===== config.mk =====
export PLATFORM = sky130hd
export DESIGN_NAME = pm_switchback_wake
export DESIGN_NICKNAME = d
export VERILOG_FILES = /design/src/rtl/pm_sb_pkg.sv /design/src/rtl/pm_sb_rx_edge.sv /design/src/rtl/pm_sb_qualify.sv /design/src/rtl/pm_sb_mode_reg.sv /design/src/rtl/pm_switchback_wake.sv
export SDC_FILE = /design/constraint.sdc
export NUM_CORES = 1
export LEC_CHECK = 0
export BUFFER_PORTS_ARGS = -buffer_cell sky130_fd_sc_hd__buf_2
export CORE_AREA = 2 2 39 41
export DETAILED_ROUTE_END_ITERATION = 8
export DIE_AREA = 0 0 41 43
export PLACE_DENSITY = 0.53
export SLEW_MARGIN = 20
export SYNTH_ARGS = -nofsm -noshare
export SYNTH_HDL_FRONTEND = slang
export SYNTH_SLANG_ARGS = --single-unit
export TNS_END_PERCENT = 10

===== constraint.sdc =====
create_clock -name clk -period 3.8 [get_ports clk]
set_clock_uncertainty 0.1 [all_clocks]
set_input_delay 0.76 -clock clk [delete_from_list [all_inputs] [get_ports clk]]
set_output_delay 0.76 -clock clk [all_outputs]
set_load 0.05 [all_outputs]

===== src/rtl/pm_sb_pkg.sv =====
// Package: shared wake-source indices and vector type for the switchback logic.
// Assumes: one bit per wake source class; external pins are OR-reduced first.
package pm_sb_pkg;
    typedef enum int unsigned {
        SRC_EXT  = 0,
        SRC_RXF  = 1,
        SRC_TXW  = 2,
        SRC_SPIW = 3,
        SRC_SSEL = 4,
        SRC_DBG  = 5,
        SRC_PF   = 6,
        SRC_NUM  = 7
    } wake_src_e;

    localparam int unsigned SRC_W = SRC_NUM;
    typedef logic [SRC_W-1:0] src_vec_t;
endpackage


===== src/rtl/pm_sb_rx_edge.sv =====
// Module: synchronizes the asynchronous receive line and flags one cycle per
// high-to-low transition. Assumes the line idles high; reset fills chain with 1.
module pm_sb_rx_edge #(
    parameter int unsigned SYNC_STAGES = 2
) (
    input  logic clk,
    input  logic rst_n,
    input  logic rxd_async,
    output logic rxd_fall
);
    localparam int unsigned LAST = SYNC_STAGES - 1;

    logic [SYNC_STAGES-1:0] sync_q;
    logic                   prev_q;

    // First synchronizer stage samples the raw line.
    always_ff @(posedge clk) begin
        if (!rst_n) sync_q[0] <= 1'b1;
        else        sync_q[0] <= rxd_async;
    end

    // Remaining synchronizer stages shift the sample along.
    generate
        for (genvar s = 1; s < SYNC_STAGES; s++) begin : g_sync
            always_ff @(posedge clk) begin
                if (!rst_n) sync_q[s] <= 1'b1;
                else        sync_q[s] <= sync_q[s-1];
            end
        end
    endgenerate

    // Edge flop holds the previous synchronized level.
    always_ff @(posedge clk) begin
        if (!rst_n) prev_q <= 1'b1;
        else        prev_q <= sync_q[LAST];
    end

    // Fall is high for one cycle when the synchronized level goes 1 -> 0.
    always_comb rxd_fall = prev_q & ~sync_q[LAST];
endmodule


===== src/rtl/pm_sb_qualify.sv =====
// Module: gates each wake source with its own enable and ORs them.
// Assumes all inputs except the receive edge are synchronous to clk.
module pm_sb_qualify
    import pm_sb_pkg::*;
#(
    parameter int unsigned N_EXT  = 8,
    parameter int unsigned MODE_W = 2
) (
    input  logic [N_EXT-1:0]  ext_irq_evt,
    input  logic [N_EXT-1:0]  ext_irq_en,
    input  logic              rxd_fall,
    input  logic [MODE_W-1:0] uart_mode,
    input  logic              uart_rx_en,
    input  logic              uart_tx_wr,
    input  logic              uart_tx_en,
    input  logic              spi_data_wr,
    input  logic              spi_master,
    input  logic              spi_tx_en,
    input  logic              spi_ssel_n,
    input  logic              dbg_bkpt_hit,
    input  logic              dbg_cmd_enter,
    input  logic              pfail_evt,
    input  logic              pfail_ie,
    output src_vec_t          src_hit,
    output logic              wake_any
);
    logic [N_EXT-1:0] ext_hit;

    // One gate per external interrupt pin.
    generate
        for (genvar i = 0; i < N_EXT; i++) begin : g_ext
            assign ext_hit[i] = ext_irq_evt[i] & ext_irq_en[i];
        end
    endgenerate

    // Per-class qualification of every wake source.
    always_comb begin
        src_hit           = '0;
        src_hit[SRC_EXT]  = |ext_hit;
        src_hit[SRC_RXF]  = rxd_fall & uart_rx_en & (uart_mode != '0);
        src_hit[SRC_TXW]  = uart_tx_wr & uart_tx_en;
        src_hit[SRC_SPIW] = spi_data_wr & spi_master & spi_tx_en;
        src_hit[SRC_SSEL] = ~spi_ssel_n & ~spi_master;
        src_hit[SRC_DBG]  = dbg_bkpt_hit | dbg_cmd_enter;
        src_hit[SRC_PF]   = pfail_evt & pfail_ie;
    end

    // Any qualified source requests switchback.
    always_comb wake_any = |src_hit;
endmodule


===== src/rtl/pm_sb_mode_reg.sv =====
// Module: holds the power-management flag and emits the switchback pulse.
// Assumes a switchback clear outranks a same-cycle software write.
module pm_sb_mode_reg (
    input  logic clk,
    input  logic rst_n,
    input  logic sb_enable,
    input  logic wake_any,
    input  logic sw_pm_wr,
    input  logic sw_pm_wdata,
    output logic pm_mode,
    output logic sb_pulse
);
    logic do_clear;

    // Clear only when in power-management mode with switchback allowed.
    always_comb do_clear = pm_mode & sb_enable & wake_any;

    // Flag update: clear first, then software write, else hold.
    always_ff @(posedge clk) begin
        if (!rst_n)        pm_mode <= 1'b0;
        else if (do_clear) pm_mode <= 1'b0;
        else if (sw_pm_wr) pm_mode <= sw_pm_wdata;
    end

    // Pulse marks the cycle after a switchback clear.
    always_ff @(posedge clk) begin
        if (!rst_n) sb_pulse <= 1'b0;
        else        sb_pulse <= do_clear;
    end
endmodule


===== src/rtl/pm_switchback_wake.sv =====
// Top: automatic return from reduced-clock mode on qualified wake events.
// Assumes synchronous active-low reset; uart_rxd is the only async input.
module pm_switchback_wake
    import pm_sb_pkg::*;
#(
    parameter int unsigned N_EXT       = 8,
    parameter int unsigned SYNC_STAGES = 2,
    parameter int unsigned MODE_W      = 2
) (
    input  logic              clk,
    input  logic              rst_n,
    input  logic              sb_enable,
    input  logic              sw_pm_wr,
    input  logic              sw_pm_wdata,
    input  logic [N_EXT-1:0]  ext_irq_evt,
    input  logic [N_EXT-1:0]  ext_irq_en,
    input  logic              uart_rxd,
    input  logic [MODE_W-1:0] uart_mode,
    input  logic              uart_rx_en,
    input  logic              uart_tx_wr,
    input  logic              uart_tx_en,
    input  logic              spi_data_wr,
    input  logic              spi_master,
    input  logic              spi_tx_en,
    input  logic              spi_ssel_n,
    input  logic              dbg_bkpt_hit,
    input  logic              dbg_cmd_enter,
    input  logic              pfail_evt,
    input  logic              pfail_ie,
    output logic              pm_mode,
    output logic              sb_pulse
);
    logic     rxd_fall;
    logic     wake_any;
    src_vec_t src_hit;

    pm_sb_rx_edge #(.SYNC_STAGES(SYNC_STAGES)) u_rx_edge (
        .clk       (clk),
        .rst_n     (rst_n),
        .rxd_async (uart_rxd),
        .rxd_fall  (rxd_fall)
    );

    pm_sb_qualify #(.N_EXT(N_EXT), .MODE_W(MODE_W)) u_qualify (
        .ext_irq_evt   (ext_irq_evt),
        .ext_irq_en    (ext_irq_en),
        .rxd_fall      (rxd_fall),
        .uart_mode     (uart_mode),
        .uart_rx_en    (uart_rx_en),
        .uart_tx_wr    (uart_tx_wr),
        .uart_tx_en    (uart_tx_en),
        .spi_data_wr   (spi_data_wr),
        .spi_master    (spi_master),
        .spi_tx_en     (spi_tx_en),
        .spi_ssel_n    (spi_ssel_n),
        .dbg_bkpt_hit  (dbg_bkpt_hit),
        .dbg_cmd_enter (dbg_cmd_enter),
        .pfail_evt     (pfail_evt),
        .pfail_ie      (pfail_ie),
        .src_hit       (src_hit),
        .wake_any      (wake_any)
    );

    pm_sb_mode_reg u_mode (
        .clk         (clk),
        .rst_n       (rst_n),
        .sb_enable   (sb_enable),
        .wake_any    (wake_any),
        .sw_pm_wr    (sw_pm_wr),
        .sw_pm_wdata (sw_pm_wdata),
        .pm_mode     (pm_mode),
        .sb_pulse    (sb_pulse)
    );
endmodule


==> flow_summary.ini <==
[drt]
ant_nets = 0
avgViaCountPerCell = 4.165
drc = 0
drt_iter0_drc = 5
dr.pass1.iters = 4
routed_wirelength_um = 662
via_count = 329
wire_per_inst_um = 8.380

[grt]
antenna_found_initial = 0
grt_max_degree = 6
grt-ovfl-total = 0
track_usage_pct = 10.36
grt_pass1_wl_mm = 1.221
grt_pass1_vias = 337

[worst_setup_path]
path_cells = buf_2 -> a222oi_1 -> o211ai_1 -> o311ai_2 -> and3_1
r2r_cells = 4
r2r_start = u_rx_edge.prev_q
critPathMaxStageDelay_ps = 320
crit_arrival_ps = 1830
critPathCaptureType = flop
critPathTopFamily = compound AO/OA/AOI/OAI gates
reg2reg_slack_ps = 2710
critical_path_class = input pin to flop
crit_slowest_cell = a222oi_1
r2r-end = u_mode.pm_mode
cp_max_fo = 2
startpoint_type = input pin
crit_buf_inv = 1
worstPathRequired_ps = 3880

[status]
status = finished, final reports clean

[placement]
routabilityCongestion = 0.6050
pre_cts_ws_ps = 1775
io_buffers = 36

[yosys]
netlist.top_cell.by_area = dfxtp_1
postSynthCellCount = 23
yosysSeqAreaShare_pct = 43.01
syn_nets = 58
avgSynthCellArea_um2 = 10.12
syn-cell-area_um2 = 232.7
ys_warn_count = 0
synth_area_leaders = dfxtp_1 43%, a22oi_1 9.7%, nand2b_1 8.1%, o311ai_2 7.0%, o211ai_1 6.5%
synth_seq_cells = 5
synth_cell_types = 14
synth_top_area_share_pct = 43.01

[clock_tree]
postCtsSetupBuffers = 0
cts_tree = yes
worstSkewPairLatency_ps = 240
cts_root_buf = clkbuf_4
ctsResizeCount = 0
clkTransAtPathRegs_ps = 40
cts_hold_buf = 0
cts_sinks = 5
cts_made_buffers = 3
clock_path_buffers = 2
htree_num_levels = 1

[finish]
mostFrequentLayoutCells = 36 x buf_2, 5 x dfxtp_1, 3 x nand2b_1, 3 x a22oi_1, 3 x clkbuf_4
drive_gt1_share_pct = 66.67
nets = 99
diodes = 0
final_common_cell = buf_2
syn_to_final_growth_pct = 97.31

[floorplan]
initial_core_util_pct = 16.82
die_h_um = 43
core-area_mm2 = 0.001384
io-pin-count = 37
die-area_mm2 = 0.001763
rows = 14
die_w_um = 41

[worst_hold_path]
whs_endpoint = u_rx_edge.sync_q[1]
hold_path_class = flop to flop
holdPathStages = 1
hp-start = u_rx_edge.sync_q[0]

[timing]
maxSlewViolCount = 0
max_slew.worst_pin.slew_ps = 276.3
period_share_pct = 46.03
max_freq_mhz = 571.7
rsz0062_at_grt = false
finalCriticalPeriod_ps = 1749
relSlewSlack_pct = 81.58
finalSetupViolCount = 0
finalSetupTns_ps = 0
worst_slack_ps = 2051
hold_viol = 0

[power_and_ir_drop]
total_power_w = 0.0001459
p_leak_nw = 0.2399
ir_worst_vdd_uv = 177.7
pwr_density_cell_mw_per_mm2 = 317.7

[run]
maxCapViolations = 0
-- per-stage QoR --
step	area [um2]	cells	hold WS [ps]	utilization, %
after floorplan	232.7	23	286.3	-
after global placement	432.9	75	288.8	31.28
after detailed placement	432.9	75	297.2	31.28
after CTS	459.2	79	307.4	33.18
after global routing	459.2	79	321.0	33.18
final	459.2	79	305.6	33.18
-- how the worst max path moves through the flow --
stage / startpoint / end / slack [ps] / cells after the start
5_1_grt: ext_irq_evt[3] / u_mode.pm_mode / 1940 / 5
2_1_floorplan: ext_irq_evt[3] / u_mode.pm_mode / 2000 / 4
3_3_place_gp: ext_irq_evt[3] / u_mode.pm_mode / 1830 / 5
4_1_cts: ext_irq_evt[3] / u_mode.pm_mode / 2030 / 5
3_5_place_dp: ext_irq_evt[3] / u_mode.pm_mode / 1770 / 5
6_report: ext_irq_evt[3] / u_mode.pm_mode / 2050 / 5
-- report_power, final --
part,internal [W],switching [W]
sequential,0.0000548,0.000000931
combinational,0.0000178,0.0000116
clock,0.0000397,0.0000210
-- metal layers --
metal	vias to the layer above	track usage, %	part of all wire [%]
met1	143	10.36	36
met5	-	0	0
met4	0	4.000	0
met3	0	6.283	11
li1	171	-	-
met2	15	16.56	53
-- sequential cells by signal, summed over array words and instances (netlist names) --
name,flops
u_rx_edge.prev_q,1
u_rx_edge.sync_q,2
u_mode.pm_mode,1
u_mode.sb_pulse,1
-- cells in the mapped netlist --
library cell and n:
nor2_1 1, mux2_2 1, a22oi_1 3, nor2_2 1, o211ai_1 2, nand3_1 1
nand2b_1 3, dfxtp_1 5, a222oi_1 1, a211oi_1 1, and3_1 1, o311ai_2 1
inv_1 1, nand4_1 1
-- logic make-up after synthesis --
| logic type | after synthesis | share of synthesized area, % |
|---|---|---|
| simple gates | 8 | 19.89 |
| compound gates | 8 | 30.65 |
| flops | 5 | 43.01 |
| buf+inv | 1 | 1.611 |
| mux | 1 | 4.838 |
-- layout make-up --
cell class	count	area [um2]
clock buffers	4	26.28
multi-input cells	17	128.9
flip-flops and latches	5	100.1
repair buffers	36	180.2
fillers	158	924.6
inverters	1	3.754
well taps	16	20.02
Power figures use the tool's default switching activity.
